### config.mk
export PLATFORM = sky130hd
export DESIGN_NAME = cdp_port
export DESIGN_NICKNAME = d
export VERILOG_FILES = /design/src/rtl/cdp_pkg.sv /design/src/rtl/cdp_sync.sv /design/src/rtl/cdp_regfile.sv /design/src/rtl/cdp_port.sv
export SDC_FILE = /design/constraint.sdc
export NUM_CORES = 1
export LEC_CHECK = 0
export BUFFER_PORTS_ARGS = -buffer_cell sky130_fd_sc_hd__buf_4
export CORE_MARGIN = 2
export CORE_UTILIZATION = 60
export CTS_BUF_LIST = sky130_fd_sc_hd__clkbuf_4 sky130_fd_sc_hd__clkbuf_8
export CTS_CLUSTER_SIZE = 8
export DETAILED_ROUTE_END_ITERATION = 16
export HOLD_SLACK_MARGIN = 0.03
export PLACE_DENSITY = 0.85
export SYNTH_ARGS = -nofsm -noshare
export SYNTH_HDL_FRONTEND = slang
export SYNTH_SLANG_ARGS = --single-unit
### constraint.sdc
create_clock -name clk -period 2.69 [get_ports clk]
set_input_delay 0.538 -clock clk [delete_from_list [all_inputs] [get_ports clk]]
set_output_delay 0.538 -clock clk [all_outputs]
set_load 0.02 [all_outputs]
### src/rtl/cdp_pkg.sv
package cdp_pkg;
    localparam int DATA_W = 16;
    localparam int IDX_W  = 8;

    typedef logic [DATA_W-1:0] word_t;
    typedef logic [IDX_W-1:0]  idx_t;

    typedef struct packed {
        idx_t index;
        logic wr_prev;
    } port_state_t;
endpackage

### src/rtl/cdp_sync.sv
module cdp_sync #(
    parameter int          W       = 1,
    parameter int          STAGES  = 2,
    parameter logic [W-1:0] RST_VAL = '0
) (
    input  logic         clk,
    input  logic         rst,
    input  logic [W-1:0] d,
    output logic [W-1:0] q
);
    logic [STAGES-1:0][W-1:0] pipe_d, pipe_q;

    always_comb begin
        pipe_d[0] = d;
        for (int i = 1; i < STAGES; i++) begin
            pipe_d[i] = pipe_q[i-1];
        end
    end

    always_ff @(posedge clk) begin
        if (rst) begin
            for (int i = 0; i < STAGES; i++) pipe_q[i] <= RST_VAL;
        end else begin
            pipe_q <= pipe_d;
        end
    end

    assign q = pipe_q[STAGES-1];
endmodule

### src/rtl/cdp_regfile.sv
module cdp_regfile
    import cdp_pkg::*;
#(
    parameter int    WR_BASE  = 'h20,
    parameter int    WR_COUNT = 4,
    parameter int    ID_INDEX = 'h27,
    parameter word_t CHIP_ID  = 16'hC0DE
) (
    input  logic  clk,
    input  logic  rst,
    input  logic  we,
    input  idx_t  idx,
    input  word_t wdata,
    output word_t rdata
);
    localparam int XW = IDX_W + 1;

    typedef struct packed {
        logic [WR_COUNT-1:0][DATA_W-1:0] regs;
    } rf_state_t;

    rf_state_t st_d, st_q;
    logic [XW-1:0] idx_x;

    assign idx_x = {1'b0, idx};

    always_comb begin
        st_d  = st_q;
        rdata = '0;
        if (idx_x == XW'(ID_INDEX)) begin
            rdata = CHIP_ID;
        end
        for (int i = 0; i < WR_COUNT; i++) begin
            if (idx_x == XW'(WR_BASE + i)) begin
                rdata = st_q.regs[i];
                if (we) st_d.regs[i] = wdata;
            end
        end
    end

    always_ff @(posedge clk) begin
        if (rst) st_q <= '0;
        else     st_q <= st_d;
    end
endmodule

### src/rtl/cdp_port.sv
module cdp_port
    import cdp_pkg::*;
#(
    parameter int    WR_BASE     = 'h20,
    parameter int    WR_COUNT    = 4,
    parameter int    ID_INDEX    = 'h27,
    parameter word_t CHIP_ID     = 16'hC0DE,
    parameter int    SYNC_STAGES = 2
) (
    input  logic        clk,
    input  logic        rst,
    input  logic        cs_n,
    input  logic        a0,
    input  logic        rd_n,
    input  logic        wr_n,
    input  logic [15:0] din,
    output logic [15:0] dout,
    output logic        dout_oe
);
    localparam int BUS_W = DATA_W + 3;

    logic [BUS_W-1:0] bus_sync;
    logic  s_cs_n, s_a0, s_wr_n;
    word_t s_din;
    logic  wr_fall, cmd_we, data_we;
    word_t rf_rdata;

    port_state_t st_d, st_q;

    cdp_sync #(
        .W       (BUS_W),
        .STAGES  (SYNC_STAGES),
        .RST_VAL ({1'b1, 1'b0, 1'b1, {DATA_W{1'b0}}})
    ) u_sync (
        .clk (clk),
        .rst (rst),
        .d   ({cs_n, a0, wr_n, din}),
        .q   (bus_sync)
    );

    assign {s_cs_n, s_a0, s_wr_n, s_din} = bus_sync;

    always_comb begin
        st_d         = st_q;
        st_d.wr_prev = s_wr_n;
        wr_fall      = st_q.wr_prev & ~s_wr_n;
        cmd_we       = wr_fall & ~s_cs_n & s_a0;
        data_we      = wr_fall & ~s_cs_n & ~s_a0;
        if (cmd_we) st_d.index = s_din[IDX_W-1:0];
    end

    always_ff @(posedge clk) begin
        if (rst) begin
            st_q.index   <= '0;
            st_q.wr_prev <= 1'b1;
        end else begin
            st_q <= st_d;
        end
    end

    cdp_regfile #(
        .WR_BASE  (WR_BASE),
        .WR_COUNT (WR_COUNT),
        .ID_INDEX (ID_INDEX),
        .CHIP_ID  (CHIP_ID)
    ) u_rf (
        .clk   (clk),
        .rst   (rst),
        .we    (data_we),
        .idx   (st_q.index),
        .wdata (s_din),
        .rdata (rf_rdata)
    );

    assign dout_oe = ~cs_n & ~rd_n;
    assign dout    = a0 ? '0 : rf_rdata;
endmodule

# ---- After elaboration in Yosys (flattened, before gate mapping)
# Index checks and enable logic that the tools add are counted.
dict set report totals {
  word_cells 33
  input_bits 22
  register_bits 111
}
dict set report op_classes {
  bitwise 10
  mux 6
  reduce_logical 4
  n_eq_ne 5
}
# cell n
set ops {}
lappend ops {{2-to-1 mux 16 bit} 6}
lappend ops {{equality test 8 x 6 -> 1 bit, second input constant} 5}
lappend ops {{AND reduction 2 bit} 4}
lappend ops {{AND 1 bit} 5}
lappend ops {{inverter 1 bit} 5}

# ---- Depth between registers and ports, before layout
# Gate-level depths: netlist of run 1.
dict set report logic_depth {
  depth_word 7
  mapped_depth 6
  depth_no_buf 3
}

# ---- Modules after synthesis
# From an unflattened synthesis of run 1, not the netlist that was laid out.
dict set report unflattened {
  hier_cells 446
  area_unflattened_um2 4859.7
}
# module area_each_um2 instances seq_area_each_um2 cells_each
set by_module_without_submodules {}
lappend by_module_without_submodules {cdp_regfile 3276.9 1 1281.2 310}
lappend by_module_without_submodules {cdp_sync 1037.2 1 760.7 80}
lappend by_module_without_submodules {cdp_port 545.5 1 180.2 56}

# ---- Least setup slack after synthesis of run 1
# Ideal clock, no wire load.
dict set report synth_timing {
  kind {register -> output}
  from {reg st_q[4] (netlist name)}
  to {out dout[0]}
  arrival_time_ns 1.547
  required_ns 2.152
  path_buffers 0
  slack_ns 0.605
  stages_incl_launch_ff 4
  path_cell_list {dfxtp_1 -> nor4b_4 -> or4b_4 -> nor2b_1}
}
dict set report synth_via {
  elab_chain_cells 6
  word_cells_on_any_way 9
}
# item line
set synth_rtl {}
lappend synth_rtl {{from (decl)} cdp_port.sv:28} ;# port_state_t st_d, st_q;
lappend synth_rtl {{from (signal assigned)} cdp_port.sv:57} ;# st_q <= st_d;
lappend synth_rtl {{equality test 8 x 6 -> 1 bit} cdp_regfile.sv:34} ;# if (idx_x == XW'(WR_BASE + i)) begin
lappend synth_rtl {{2-to-1 mux 16 bit (3 in series)} cdp_regfile.sv:34}
lappend synth_rtl {{2-to-1 mux 16 bit *} cdp_regfile.sv:34}
lappend synth_rtl {{2-to-1 mux 16 bit *} cdp_port.sv:76} ;# assign dout = a0 ? '0 : rf_rdata;
lappend synth_rtl {{to (decl)} cdp_port.sv:17} ;# output logic [15:0] dout,
# Every way passes the cells marked *; elsewhere a longest branch is shown, timed or not.

# ---- Worst setup path in the final report of run 1
dict set report layout_timing {
  from {reg st_q[2] (netlist name)}
  to {out dout[8]}
}
# The elaborated chain is that of the path after synthesis.

==> results of run 1 <==
## power by group
| part | internal [mW] | switching, mW | leakage, nW |
|---|---|---|---|
| Clock | 0.461 | 0.603 | 0.112 |
| Sequential | 1.67 | 0.0102 | 0.903 |
| Combinational | 0.0592 | 0.0415 | 1.23 |
## path summary, 6_finish.rpt
check | end | slack (ns) | cells after the start
setup / recovery | dout[8] | 0.12 | 4
hold / removal | u_sync.pipe_d[35] | 0.34 | 2
setup reg to reg | u_rf.st_q[22] | 0.56 | 5
hold reg to reg | u_sync.q[16] | 0.43 | 1
## worst register-to-register path: cells and delay by family (launching register included)
family,cells,cell delay [ns]
buffers and inverters,2,0.65
DFF,1,0.59
muxes,1,0.15
and+or+nand+nor,2,0.63
## through the flow
step | hold slack [ns] | cell area [sq um] | total power [mW] | worst slack, ns | util [%]
floorplan | 0.389 | 4670 | 1.78 | 0.605 | -
global placement | 0.392 | 5030 | 1.81 | 0.479 | 65.8
detailed placement | 0.402 | 5030 | 1.82 | 0.429 | 65.8
CTS | 0.327 | 5260 | 2.86 | 0.00224 | 68.8
global route | 0.339 | 5280 | 2.95 | 0.0152 | 69.0
finish | 0.339 | 5280 | 2.84 | 0.122 | 69.0
## logic make-up (layout without fill, tap and decap cells)
family	Yosys count	after routing	share of synthesized area, %
compound gates	9	9	2.17
buf+inv	30	73	4.18
simple gates	165	165	22.8
flops	111	111	47.6
mux	96	96	23.3
## registers in the layout, indices dropped and copies added (netlist names)
signal and count:
st_q 9, u_rf.st_q 64, u_sync.pipe_d 19, u_sync.q 19
## cell type report
| type | instances | area, sq um |
|---|---|---|
| multi-input cells | 270 | 2260 |
| clock buffers | 9 | 124 |
| clock inverters | 7 | 100 |
| flip-flops and latches | 111 | 2220 |
| repair buffers | 57 | 440 |
| fillers | 582 | 2370 |
| well taps | 102 | 128 |
## layer usage
| metal | global-route usage [%] | share of wire (%) | routed length (um) |
|---|---|---|---|
| met5 | 0 | 0 | 0 |
| met4 | 10.8 | 2.5 | 216 |
| met3 | 3.20 | 3.9 | 331 |
| met2 | 36.6 | 47 | 4010 |
| met1 | 27.8 | 47 | 4010 |
## placed cells by master, fill, tap and decap left out, drive strengths merged
| cell type | netlist | layout |
|---|---|---|
| dfxtp | 111 | 111 |
| or4b | 1 | 1 |
| nor4bb | 1 | 1 |
| mux2i | 88 | 88 |
| nand2b | 80 | 80 |
| nand3b | 1 | 1 |
| clkinv | 0 | 3 |
| or2 | 13 | 13 |
| clkbuf | 17 | 9 |
| mux4 | 8 | 8 |
| nor2b | 42 | 42 |
| and4b | 1 | 1 |
| buf | 13 | 57 |
| o221a | 8 | 8 |
| inv | 0 | 3 |
| nand4b | 2 | 2 |
| nand4bb | 1 | 1 |
| nor3 | 1 | 1 |
| nor2 | 17 | 17 |
| bufinv | 0 | 1 |
| a21boi | 1 | 1 |
| nor4b | 3 | 3 |
| nor3b | 2 | 2 |
## repair_timing
item                                    in CTS  in global routing
buffers inserted                             0                  2
gates resized for setup                      0                  1
hold buffers                                 0                  0
endpoints found under the setup margin       0                 15
==> results_dict.tcl, run 1 <==
set metrics [dict create \
    status "finished clean" \
    hp-start "wr_n" \
    grt_start_max_net_pins 58 \
    critPathMostFrequentCell "buf_4" \
    port_buffers 38 \
    synth_top_cell_by_area "dfxtp_1" \
    hp-class "in -> reg" \
    max_stage_delay_ns 0.56 \
    power_density_nw_per_um2 539 \
    crit_type "reg -> out" \
    netlist.area_leader.share_pct 47.6 \
    track_usage_pct 21.9 \
    crit_family "multiplexers" \
    routed_via_density 5.35 \
    fin_crit_ns 2.57 \
    fp.dieH_um 92.2 \
    coreArea_sq_um 7650 \
    max_slew_margin_pct 66.5 \
    wire_per_inst_um 15.4 \
    synthCells 411 \
    critPathSlowestCell "mux4_1" \
    cts-root-buf "clkbuf_8" \
    row_count 32 \
    crit_chain "buf_4 > mux4_1 > nor2b_1 > buf_4" \
    fin_cells 556 \
    overflow 0 \
    grt_setup_unrepaired "no" \
    maxCapViolCount 0 \
    final_hold_viol_count 0 \
    dp_hpwl_mm 5.82 \
    first_global_vias 3042 \
    cts.clk_slew.worst_paths_ns 0.11 \
    design.die.area_sq_um 8510 \
    finalCritPeriodShare_pct 95.4 \
    p_leak_nw 2.25 \
    setup_tns_ns 0 \
    synth_common_cells "dfxtp_1, mux2i_1, nand2b_1" \
    first_pass_iters 4 \
    start_util_pct 61.1 \
    synth_edf_count 0 \
    peakVddDrop_mv 0.424 \
    drv_slew 0 \
    cts.sinks 111 \
    worstMarginPinSlew_ns 0.500 \
    ys_ff_latch 111 \
    htree_num_levels 3 \
    end_kind "primary output" \
    ios 39 \
    area_delta_synth_final_pct 12.9 \
    antenna_found_initial 0 \
    setup_viol 0 \
    n_antenna_cell 0 \
    yosysUniqueCellTypes 28 \
    drt-total-wl_mm 8.57 \
    yosysMostFrequentCell "dfxtp_1" \
    synthesis.nets 433 \
    async_flop_share_pct 0 \
    vias 2973 \
    cts_tree "yes" \
    drive_gt1_share_pct 22.2 \
    die_w_um 92.2 \
    fmaxAchievable_mhz 389 \
    cts_buffers 9 \
    insertion_delay_ns 0.38 \
    drt-initial-drc-count 92 \
    synth.area.top_cells "dfxtp_1, mux2i_1, nand2b_1" \
    crit_path_start "st_q[2]" \
    placed_cells 538 \
    critPathLaunchType "flip-flop" \
    avgSynthCellArea_sq_um 11.4 \
    synthesis.area_sq_um 4670 \
    grt_pass1_wl_mm 14.5 \
    drc 0 \
    clock_path_buffers 2 \
    fin_skew_ns 0.0150 \
    cp_max_fo 10 \
    place_congestion 0.769 \
    required_ns 2.15 \
    yosys_warnings 0 \
    path_buf_inv 2 \
    r2r-start "st_q[1]" \
    final_nets 471 \
    ant_nets 0 \
    worstPathArrival_ns 2.03 \
    yosysSeqAreaShare_pct 47.6 \
    synth_ff_type "dfxtp_1" \
]
(Power assumes the default switching activity.)
==> inputs of run 2 (changes only) <==
- CORE_MARGIN: 2 -> not set
- PLACE_DENSITY: 0.85 -> 0.86
- SYNTH_HIERARCHICAL: not set -> 1
==> results_dict.tcl, run 2 <==
set metrics [dict create \
    finalCritPeriodShare_pct 94.0 \
    n_antenna_cell 0 \
    final_util_pct 68.9 \
    synth_common_cells "dfxtp_1, nand2b_1, mux2i_1" \
    cp_max_fo 13 \
    rr_worst_depth 5 \
    maxCapViolCount 0 \
    max_slew_margin_pct 42.7 \
    hold_buffers 0 \
    drv_slew 0 \
    status "finished clean" \
    ctsResizeCount 1 \
    n_fill_cell 605 \
    synth.area.top_cells "dfxtp_1, mux2i_1, nand2b_1" \
    ys_ff_latch 111 \
    grt_start_max_net_pins 121 \
    cts.sinks 111 \
    regArea_sq_um 2220 \
    drt-total-wl_mm 8.92 \
    hp-class "in -> reg" \
    critPathSlowestCell "dfxtp_2" \
    design.die.area_sq_um 8460 \
    die_w_um 92.0 \
    crit_chain "buf_4 > mux4_2 > and3_1 > and2b_2 > buf_4" \
    end_kind "primary output" \
    fmaxAchievable_mhz 395 \
    largest_reg_flops 64 \
    synth_ff_type "dfxtp_1" \
    place_congestion 0.778 \
    htree_num_levels 3 \
    async_flop_share_pct 0 \
    coreArea_sq_um 7770 \
    most-common-layout-cells "dfxtp_1, nand2b_1, mux2i_1, buf_4, nor2b_1" \
    worstMarginPinSlew_ns 0.859 \
    avgSynthCellArea_sq_um 10.9 \
    routed_via_density 5.27 \
    final_common_cell "dfxtp_1" \
    power_density_nw_per_um2 510 \
    overflow 0 \
    cts.clk_slew.worst_paths_ns 0.10 \
    crit_type "reg -> out" \
    critPathLaunchType "flip-flop" \
    synthCells 446 \
    synth_top_cell_by_area "dfxtp_1" \
    drive_gt1_share_pct 21.8 \
    critPathMostFrequentCell "buf_4" \
    cts-root-buf "clkbuf_8" \
    track_usage_pct 22.9 \
    area_delta_synth_final_pct 10.2 \
    yosysMostFrequentCell "dfxtp_1" \
    fp.dieH_um 92.0 \
    worstPathArrival_ns 1.99 \
    peakVddDrop_mv 0.430 \
    port_buffers 38 \
    wire_per_inst_um 15.3 \
    setup_viol 0 \
    yosysUniqueCellTypes 32 \
    fin_skew_ns 0.0126 \
    final_hold_viol_count 0 \
    final_nets 499 \
    start_util_pct 62.6 \
    whs_ns 0.348 \
    yosys_warnings 6 \
    synthesis.area_sq_um 4860 \
    postCtsSetupBuffers 0 \
    crit_family "flip-flops" \
    antenna_found_initial 0 \
    fin_crit_ns 2.53 \
    top_register "u_rf/st_q" \
    drc 0 \
    required_ns 2.15 \
    hold_path_depth 2 \
    synth_edf_count 0 \
    drt-initial-drc-count 157 \
    insertion_delay_ns 0.37 \
    clock_path_buffers 2 \
    cts_tree "yes" \
    p_leak_nw 2.28 \
    row_count 32 \
    vias 3075 \
    max_stage_delay_ns 0.53 \
    yosysSeqAreaShare_pct 45.7 \
    grt_pass1_wl_mm 15.0 \
    netlist.area_leader.share_pct 45.7 \
    cts_buffers 9 \
    first_global_vias 3043 \
    dp_hpwl_mm 5.79 \
    cp.depth 5 \
    grt_setup_unrepaired "no" \
    synthesis.nets 468 \
    path_buf_inv 2 \
    ios 39 \
    multi_input_area_sq_um 2440 \
    setup_tns_ns 0 \
    ant_nets 0 \
    first_pass_iters 4 \
]
[run 2: final cells by class]
cell class / count / area share, %
multi-input combinational: 304 / 45.5
tap: 102 / 2.38
clock buffer: 9 / 2.31
clock inverter: 7 / 1.14
timing repair buffer: 51 / 7.15
sequential: 111 / 41.5
[run 2: cells by family after synthesis]
group | synth area share, %
AOI/OAI and AO/OA | 2.88
and+or+nand+nor | 26.9
DFF | 45.7
muxes | 20.4
buffers and inverters | 4.15
[run 2: metal layers]
| metal | global-route usage, % | share of wire, % | vias to the layer above |
|---|---|---|---|
| li1 | - | - | 1547 |
| met1 | 30.0 | 47 | 1448 |
| met2 | 36.1 | 47 | 66 |
| met3 | 5.47 | 4.0 | 14 |
| met4 | 10.0 | 1.7 | 0 |
| met5 | 0 | 0 | - |
[run 2: metrics by stage]
step	instances	power [mW]	cell area, sq um	worst slack [ns]
2_1_floorplan	446	1.78	4860	0.653
3_3_place_gp	568	1.82	5170	0.350
3_5_place_dp	568	1.82	5170	0.325
4_1_cts	584	2.76	5360	0.126
5_1_grt	584	2.84	5360	0.0454
6_report	584	2.73	5360	0.160
[run 2: final timing paths]
path | endpoint | startpoint | slack [ns]
worst max-delay path | dout[0] | st_q[2] | 0.16
worst min-delay path | u_sync/pipe_d[35] | wr_n | 0.35
worst max register to register | u_rf/st_q[36] | u_sync/q[16] | 0.75
worst min register to register | u_sync/q[16] | u_sync/pipe_d[35] | 0.41
[run 2: power breakdown]
group,leakage (nW),total [mW],internal [mW],switching (mW)
Sequential,0.903,1.68,1.67,0.00908
Clock,0.0945,0.947,0.359,0.588
Combinational,1.28,0.106,0.0628,0.0434
